## config.mk

```make
export PLATFORM = sky130hd
export DESIGN_NAME = spi_host_regs
export DESIGN_NICKNAME = d
export VERILOG_FILES = /design/src/rtl/spi_host_pkg.sv /design/src/rtl/spi_host_clkgen.sv /design/src/rtl/spi_host_shifter.sv /design/src/rtl/spi_host_flags.sv /design/src/rtl/spi_host_regs.sv
export SDC_FILE = /design/constraint.sdc
export NUM_CORES = 1
export LEC_CHECK = 0
export ABC_AREA = 1
export BUFFER_PORTS_ARGS = -buffer_cell sky130_fd_sc_hd__clkbuf_2
export CAP_MARGIN = 0
export CORE_MARGIN = 10
export CORE_UTILIZATION = 35
export CTS_BUF_LIST = sky130_fd_sc_hd__clkbuf_4
export CTS_CLUSTER_DIAMETER = 120
export DETAILED_ROUTE_END_ITERATION = 10
export PLACE_DENSITY = 0.61
export SETUP_SLACK_MARGIN = 0.15
export SLEW_MARGIN = 20
export SYNTH_ARGS = -nofsm -noshare
export SYNTH_HDL_FRONTEND = slang
export SYNTH_SLANG_ARGS = --single-unit
```

## constraint.sdc

```tcl
create_clock -name clk -period 2.34 [get_ports clk]
set_input_delay 0.117 -clock clk [delete_from_list [all_inputs] [get_ports clk]]
set_output_delay 0.117 -clock clk [all_outputs]
set_load 0.03 [all_outputs]
```

## src/rtl/spi_host_pkg.sv

```systemverilog
package spi_host_pkg;

  localparam int unsigned HALF_MAX = 64;
  localparam int unsigned CNT_W    = $clog2(HALF_MAX);

  typedef struct packed {
    logic cpol;
    logic cpha;
    logic lsb_first;
  } spi_mode_t;

  // System clocks per SCK half-period for a rate code and speed bit.
  function automatic int unsigned half_period(input logic [1:0] rate, input logic dbl);
    int unsigned full;
    full = (rate == 2'd3) ? 128 : (4 << (2 * rate));
    if (dbl) full = full >> 1;
    return full >> 1;
  endfunction

endpackage

```

## src/rtl/spi_host_clkgen.sv

```systemverilog
module spi_host_clkgen
  import spi_host_pkg::*;
(
  input  logic             clk,
  input  logic             rst_n,
  input  logic             run,
  input  logic [CNT_W-1:0] half_m1,
  output logic             tick
);

  logic [CNT_W-1:0] cnt_q, cnt_d;

  always_comb begin
    tick = run && (cnt_q == half_m1);
    if (!run || tick) cnt_d = '0;
    else              cnt_d = cnt_q + 1'b1;
  end

  always_ff @(posedge clk or negedge rst_n) begin
    if (!rst_n) cnt_q <= '0;
    else        cnt_q <= cnt_d;
  end

endmodule

```

## src/rtl/spi_host_shifter.sv

```systemverilog
module spi_host_shifter
  import spi_host_pkg::*;
#(
  parameter int unsigned DATA_W = 8
) (
  input  logic              clk,
  input  logic              rst_n,
  input  logic              start,
  input  logic [DATA_W-1:0] wdata,
  input  spi_mode_t         mode_in,
  input  logic [CNT_W-1:0]  half_in,
  input  logic              cpol_live,
  input  logic              tick,
  input  logic              miso,
  output logic              busy,
  output logic              done,
  output logic [CNT_W-1:0]  half_m1,
  output logic [DATA_W-1:0] rx_data,
  output logic              sck,
  output logic              mosi
);

  localparam int unsigned EDGES  = 2 * DATA_W;
  localparam int unsigned EDGE_W = $clog2(EDGES);
  localparam int unsigned IDX_W  = $clog2(DATA_W);

  logic              busy_q, busy_d;
  logic [EDGE_W-1:0] edge_q, edge_d;
  logic              phase_q, phase_d;
  logic [DATA_W-1:0] tx_q, tx_d;
  logic [DATA_W-1:0] rx_q, rx_d;
  logic [DATA_W-1:0] buf_q, buf_d;
  spi_mode_t         mode_q, mode_d;
  logic [CNT_W-1:0]  half_q, half_d;
  logic              mosi_q, mosi_d;

  logic              last_edge, is_sample;
  logic [EDGE_W:0]   nxt_idx;
  logic [DATA_W-1:0] rx_shift;

  function automatic logic pick(input logic [DATA_W-1:0] v, input logic [IDX_W-1:0] i,
                                input logic lsb);
    return lsb ? v[i] : v[IDX_W'(DATA_W - 1) - i];
  endfunction

  always_comb begin
    last_edge = (edge_q == EDGE_W'(EDGES - 1));
    is_sample = (edge_q[0] == mode_q.cpha);
    nxt_idx   = ({1'b0, edge_q} + 1'b1) >> 1;
    rx_shift  = mode_q.lsb_first ? {miso, rx_q[DATA_W-1:1]} : {rx_q[DATA_W-2:0], miso};
    done      = busy_q && tick && last_edge;

    busy_d  = busy_q;
    edge_d  = edge_q;
    phase_d = phase_q;
    tx_d    = tx_q;
    rx_d    = rx_q;
    buf_d   = buf_q;
    mode_d  = mode_q;
    half_d  = half_q;
    mosi_d  = mosi_q;

    if (start) begin
      busy_d  = 1'b1;
      edge_d  = '0;
      phase_d = 1'b0;
      tx_d    = wdata;
      mode_d  = mode_in;
      half_d  = half_in;
      if (!mode_in.cpha) mosi_d = pick(wdata, '0, mode_in.lsb_first);
    end else if (busy_q && tick) begin
      phase_d = ~phase_q;
      edge_d  = edge_q + 1'b1;
      if (is_sample) rx_d = rx_shift;
      else if (nxt_idx < (EDGE_W + 1)'(DATA_W))
        mosi_d = pick(tx_q, nxt_idx[IDX_W-1:0], mode_q.lsb_first);
      if (last_edge) begin
        busy_d = 1'b0;
        buf_d  = is_sample ? rx_shift : rx_q;
      end
    end
  end

  always_ff @(posedge clk or negedge rst_n) begin
    if (!rst_n) begin
      busy_q  <= 1'b0;
      edge_q  <= '0;
      phase_q <= 1'b0;
      tx_q    <= '0;
      rx_q    <= '0;
      buf_q   <= '0;
      mode_q  <= '0;
      half_q  <= '0;
      mosi_q  <= 1'b0;
    end else begin
      busy_q  <= busy_d;
      edge_q  <= edge_d;
      phase_q <= phase_d;
      tx_q    <= tx_d;
      rx_q    <= rx_d;
      buf_q   <= buf_d;
      mode_q  <= mode_d;
      half_q  <= half_d;
      mosi_q  <= mosi_d;
    end
  end

  assign busy    = busy_q;
  assign half_m1 = half_q;
  assign rx_data = buf_q;
  assign mosi    = mosi_q;
  assign sck     = busy_q ? (mode_q.cpol ^ phase_q) : cpol_live;

  // the byte being shifted is not disturbed while a transfer runs
  p_tx_hold_r9: assert property (@(posedge clk) disable iff (!rst_n)
    busy_q && !done |=> $stable(tx_q));

  // the final edge ends the transfer
  p_done_idle_r3: assert property (@(posedge clk) disable iff (!rst_n)
    done |=> !busy_q);

  // SCK returns to its resting level at the end of a transfer
  p_sck_rest_r4: assert property (@(posedge clk) disable iff (!rst_n)
    done |=> !phase_q);

endmodule

```

## src/rtl/spi_host_flags.sv

```systemverilog
module spi_host_flags (
  input  logic clk,
  input  logic rst_n,
  input  logic done,
  input  logic busy,
  input  logic dat_wr,
  input  logic dat_rd,
  input  logic stat_rd,
  input  logic stat_wr,
  input  logic stat_wbit,
  input  logic irq_ack,
  input  logic irq_en,
  input  logic ss_watch,
  input  logic ss_n,
  output logic spif,
  output logic wcol,
  output logic dbl,
  output logic irq
);

  logic spif_q, spif_d;
  logic wcol_q, wcol_d;
  logic dbl_q, dbl_d;
  logic armed_q, armed_d;
  logic ss_s1_q, ss_s2_q, ss_s3_q;
  logic ss_fall, data_acc, clr, coll;

  always_comb begin
    ss_fall  = ss_watch && ss_s3_q && !ss_s2_q;
    data_acc = dat_wr || dat_rd;
    clr      = armed_q && data_acc;
    coll     = dat_wr && busy;

    spif_d = done || ss_fall || (spif_q && !clr && !irq_ack);
    wcol_d = coll || (wcol_q && !clr);
    dbl_d  = stat_wr ? stat_wbit : dbl_q;

    if (data_acc)     armed_d = 1'b0;
    else if (stat_rd) armed_d = spif_q || wcol_q;
    else              armed_d = armed_q;
  end

  always_ff @(posedge clk or negedge rst_n) begin
    if (!rst_n) begin
      spif_q  <= 1'b0;
      wcol_q  <= 1'b0;
      dbl_q   <= 1'b0;
      armed_q <= 1'b0;
      ss_s1_q <= 1'b1;
      ss_s2_q <= 1'b1;
      ss_s3_q <= 1'b1;
    end else begin
      spif_q  <= spif_d;
      wcol_q  <= wcol_d;
      dbl_q   <= dbl_d;
      armed_q <= armed_d;
      ss_s1_q <= ss_n;
      ss_s2_q <= ss_s1_q;
      ss_s3_q <= ss_s2_q;
    end
  end

  assign spif = spif_q;
  assign wcol = wcol_q;
  assign dbl  = dbl_q;
  assign irq  = spif_q && irq_en;

  // completion raises the flag
  p_done_sets_r3: assert property (@(posedge clk) disable iff (!rst_n)
    done |=> spif_q);

  // a write during a transfer always leaves the collision flag set
  p_coll_sets_r9: assert property (@(posedge clk) disable iff (!rst_n)
    dat_wr && busy |=> wcol_q);

  // acknowledge clears the completion flag when nothing sets it
  p_ack_clears_r7: assert property (@(posedge clk) disable iff (!rst_n)
    irq_ack && !done && !ss_fall |=> !spif_q);

  // status-read-then-data-access clears both flags
  p_seq_clears_r8: assert property (@(posedge clk) disable iff (!rst_n)
    armed_q && (dat_wr || dat_rd) && !done && !ss_fall && !(dat_wr && busy)
    |=> !spif_q && !wcol_q);

  // a watched slave-select fall raises the completion flag
  p_ss_sets_r11: assert property (@(posedge clk) disable iff (!rst_n)
    ss_fall |=> spif_q);

endmodule

```

## src/rtl/spi_host_regs.sv

```systemverilog
module spi_host_regs
  import spi_host_pkg::*;
#(
  parameter int unsigned DATA_W = 8
) (
  input  logic              clk,
  input  logic              rst_n,
  input  logic              cfg_en,
  input  logic              cfg_master,
  input  logic              cfg_irq_en,
  input  logic              cfg_cpol,
  input  logic              cfg_cpha,
  input  logic              cfg_lsb_first,
  input  logic [1:0]        cfg_rate,
  input  logic              dat_wr,
  input  logic              dat_rd,
  input  logic [DATA_W-1:0] dat_wdata,
  output logic [DATA_W-1:0] dat_rdata,
  input  logic              stat_wr,
  input  logic              stat_rd,
  input  logic              stat_wbit,
  output logic [7:0]        stat_rdata,
  input  logic              irq_ack,
  output logic              irq,
  output logic              sck,
  output logic              mosi,
  input  logic              miso,
  input  logic              ss_n
);

  logic             rst_s1_q, rst_s2_q, rst_int_n;
  logic             busy, done, tick, start;
  logic             spif, wcol, dbl;
  logic [CNT_W-1:0] half_in, half_m1;
  spi_mode_t        mode_in;

  // asynchronous assert, synchronous release
  always_ff @(posedge clk or negedge rst_n) begin
    if (!rst_n) begin
      rst_s1_q <= 1'b0;
      rst_s2_q <= 1'b0;
    end else begin
      rst_s1_q <= 1'b1;
      rst_s2_q <= rst_s1_q;
    end
  end
  assign rst_int_n = rst_s2_q;

  always_comb begin
    start             = dat_wr && cfg_en && !busy;
    half_in           = CNT_W'(half_period(cfg_rate, dbl) - 1);
    mode_in.cpol      = cfg_cpol;
    mode_in.cpha      = cfg_cpha;
    mode_in.lsb_first = cfg_lsb_first;
  end

  spi_host_clkgen u_clkgen (
    .clk     (clk),
    .rst_n   (rst_int_n),
    .run     (busy),
    .half_m1 (half_m1),
    .tick    (tick)
  );

  spi_host_shifter #(.DATA_W(DATA_W)) u_shifter (
    .clk       (clk),
    .rst_n     (rst_int_n),
    .start     (start),
    .wdata     (dat_wdata),
    .mode_in   (mode_in),
    .half_in   (half_in),
    .cpol_live (cfg_cpol),
    .tick      (tick),
    .miso      (miso),
    .busy      (busy),
    .done      (done),
    .half_m1   (half_m1),
    .rx_data   (dat_rdata),
    .sck       (sck),
    .mosi      (mosi)
  );

  spi_host_flags u_flags (
    .clk       (clk),
    .rst_n     (rst_int_n),
    .done      (done),
    .busy      (busy),
    .dat_wr    (dat_wr),
    .dat_rd    (dat_rd),
    .stat_rd   (stat_rd),
    .stat_wr   (stat_wr),
    .stat_wbit (stat_wbit),
    .irq_ack   (irq_ack),
    .irq_en    (cfg_irq_en),
    .ss_watch  (cfg_en && cfg_master),
    .ss_n      (ss_n),
    .spif      (spif),
    .wcol      (wcol),
    .dbl       (dbl),
    .irq       (irq)
  );

  assign stat_rdata = {spif, wcol, 5'b00000, dbl};

  // an enabled write when idle starts a transfer
  p_start_r3: assert property (@(posedge clk) disable iff (!rst_int_n)
    dat_wr && cfg_en && !busy |=> busy);

  // a disabled block never begins shifting
  p_disabled_r12: assert property (@(posedge clk) disable iff (!rst_int_n)
    !busy && !(dat_wr && cfg_en) |=> !busy);

endmodule

```

==> flow_summary.toml <==
[status]
status = "finished clean"

[die]
die_h_um = 109.5
rows = 32
die-area_um2 = 12000
io_pins = 45
die_w_um = 109.5
start_util = 0.3613
fp.coreArea_um2 = 7767

[worst_setup_path]
crit_type = "reg2reg"
worstPathCellList = "ha_1 -> inv_1 -> nand2_1 -> nand2_1 -> nand2_1 -> nand3_1 -> nand3_1 -> nand2_1 -> nand2_1 -> nand2_1 -> nand2_1 -> nand2_1"
path_max_fanout = 13
cp-start-kind = "flip-flop"
crit_family = "simple AND/OR/NAND/NOR gates"
crit_path_frequent_cell = "nand2_1"
rrSetupSlack_ns = 0.51
cp.buffers_inverters = 1
crit_arrival_ns = 2.12
slowest_delay_ns = 0.51
cp-end-kind = "flip-flop"
critPathRequiredTime_ns = 2.63
cp_slowest_cell = "ha_1"

[job]
max_cap_viol_count = 0

[drt]
vias = 2280
avgRoutedWirePerCell_um = 11.69
postRouteAntennaNets = 0
routed_wl_mm = 5.822
drt_iter0_markers = 78
firstDrtPassIters = 4
drc_errors = 0
vias_per_cell = 4.578

[power_and_ir_drop]
swShare = 0.3996
ir_drop_mv = 0.4334
clock_power_share = 0.167
seqPwrFrac = 0.436
p_leak_nw = 1.687
powerDensity_nw_per_um2 = 953.2
p_total_mw = 3.166
combinationalPowerShare = 0.397
p_switching_mw = 1.265
power.internal_mw = 1.901

[cts]
cts_tree = "done"
clock-sinks = 55
path_clk_slew_ns = 0.16
clockRootBuffer = "clkbuf_4"
clockBufferDepth = 2
cts_buffers = 5
cts_max_level = 2
clkLatencyLatePin_ns = 0.38

[timing]
hold_viol_final = 0
min_period_ns = 1.829
setup_viol = 0
fmax_mhz = 546.7
post-route-period-util = 0.7816
clock_skew_ns = 0.02116
setup_tns_ns = 0
worst_slew_pin_slew_ns = 0.5298
maxSlewHeadroom = 0.6468
slew_violations = 0
grt_setup_unrepaired = "false"

[synthesis]
ys.flop_type = "dfrtp_1"
synth.distinct_cells = 40
syn-cell-area_um2 = 2806
avgSynthCellArea_um2 = 8.303
synth.top_cells.by_area = "dfrtp_1 (46%), nand2_1 (17%), inv_1 (4.3%), o21ai_1 (3.4%), dfstp_2 (2.8%)"
ys_seq_area_frac = 0.4918
synth_warnings = 0
synth_top_cell_by_area = "dfrtp_1"
synth_edf_count = 0
synth_top_area_frac = 0.4637
synthArstFlopShare = 1.000
syn_inst = 338
ys_ff_latch = 55

[finish]
nNetsFinal = 423
final_util = 0.4277
fin_cells = 498
syn_to_final_growth_pct = 18.37
final_cell_mix = "nand2_1 (124), dfrtp_1 (51), clkbuf_2 (39), inv_1 (32)"
insertedDiodeCount = 0
final_common_cell = "nand2_1"
final_layout_size_suffix_gt1_frac = 0.1768

[global_routing]
grt_pass1_wl_mm = 10.34
overflow = 0
antenna_found_initial = 0
grt_start_max_net_pins = 26
grt_pass1_vias = 2265
grtUsageTotal = 0.1045

[place]
dp.cells = 471
port-buffer-count = 39
place_hpwl_mm = 4.418
gp_congestion = 0.7949

[min_path]
hold_class = "in2reg"
[kinds of logic (layout without fill, tap and decap cells)]
logic type | count (synthesis) | count (layout) | synth area share
other cells | 2 | 6 | 0.002676
simple gates | 169 | 169 | 0.2679
flops | 55 | 55 | 0.4918
fa+ha+maj | 2 | 2 | 0.008915
buf+inv | 52 | 106 | 0.1021
xor+xnor | 5 | 5 | 0.01828
compound gates | 53 | 53 | 0.1083
[per-stage QoR]
| stage | setup WS, ns | hold WS (ns) | cell area (um^2) |
|---|---|---|---|
| after floorplan | 0.7007 | -0.1786 | 2821 |
| after global placement | 0.5745 | -0.09765 | 3049 |
| after detailed placement | 0.5125 | -0.09364 | 3049 |
| after CTS | 0.5213 | 0.005988 | 3322 |
| after global routing | 0.3161 | 0.01657 | 3322 |
| final | 0.5110 | 0.006103 | 3322 |
[registers in the layout, summed over array words and instances, names as in the netlist, 3 cells and up]
signal,count
u_shifter.edge_q,4
u_shifter.half_m1,6
u_shifter.rx_q,8
u_shifter.tx_q,8
u_shifter.mode_q,3
u_clkgen.cnt_q,6
u_shifter.rx_data,8
[area by class of cell]
class,instances,area [um^2]
clock inverter,2,37.54
sequential,55,1381
inverter,36,160.2
clock buffer,6,45.04
fill,807,4446
multi-input combinational,235,1155
tap,102,127.6
timing repair buffer,62,415.4
[power groups by stage]
| stage | Sequential, mW | Clock, mW | Combinational (mW) |
|---|---|---|---|
| after floorplan | 1.35 | 0 | 1.06 |
| after global placement | 1.40 | 0 | 1.20 |
| after detailed placement | 1.40 | 0 | 1.24 |
| after CTS | 1.38 | 0.553 | 1.27 |
| after global routing | 1.42 | 0.589 | 1.46 |
| final | 1.38 | 0.530 | 1.26 |
[Yosys cell counts (3+ instances only)]
master	instances
o21ai_1	19
nand3_1	13
o22ai_1	3
nor2_1	17
buf_4	8
o211ai_1	8
nand2_1	124
buf_2	4
a21oi_1	4
o21ai_0	14
dfstp_2	3
dfrtp_1	52
inv_1	32
[tightest hold or removal path, delay by kind of cell]
| kind | cells | cell delay (ns) |
|---|---|---|
| AND/OR/NAND/NOR | 2 | 0.16 |
| buffers and inverters | 1 | 0.08 |
[routing by layer]
layer  share of wire  GRT usage  vias up
met1            0.45     0.1262     1062
met5               0          0        -
met4           0.018    0.03810        0
li1                -          -     1178
met3           0.046    0.02224        9
met2            0.48     0.1793       31
[worst paths after layout]
path / cells past startpoint / endpoint / startpoint
worst max-delay path: 12 / u_shifter.mosi / u_shifter.edge_q[0]
worst min-delay path: 3 / u_shifter.mode_q[1] / cfg_cpha
worst max register to register: 12 / u_shifter.mosi / u_shifter.edge_q[0]
worst min register to register: 0 / u_shifter.half_m1[2] / rst_int_n
max in group asynchronous: 1 / u_flags.ss_s1_q / rst_int_n
min in group asynchronous: 2 / rst_int_n / rst_n
[timing repair]
action	CTS	global route
buffers inserted	0	0
hold endpoints to repair	18	0
gates resized for setup	0	0
hold buffers	19	0
(Power assumes the default switching activity.)
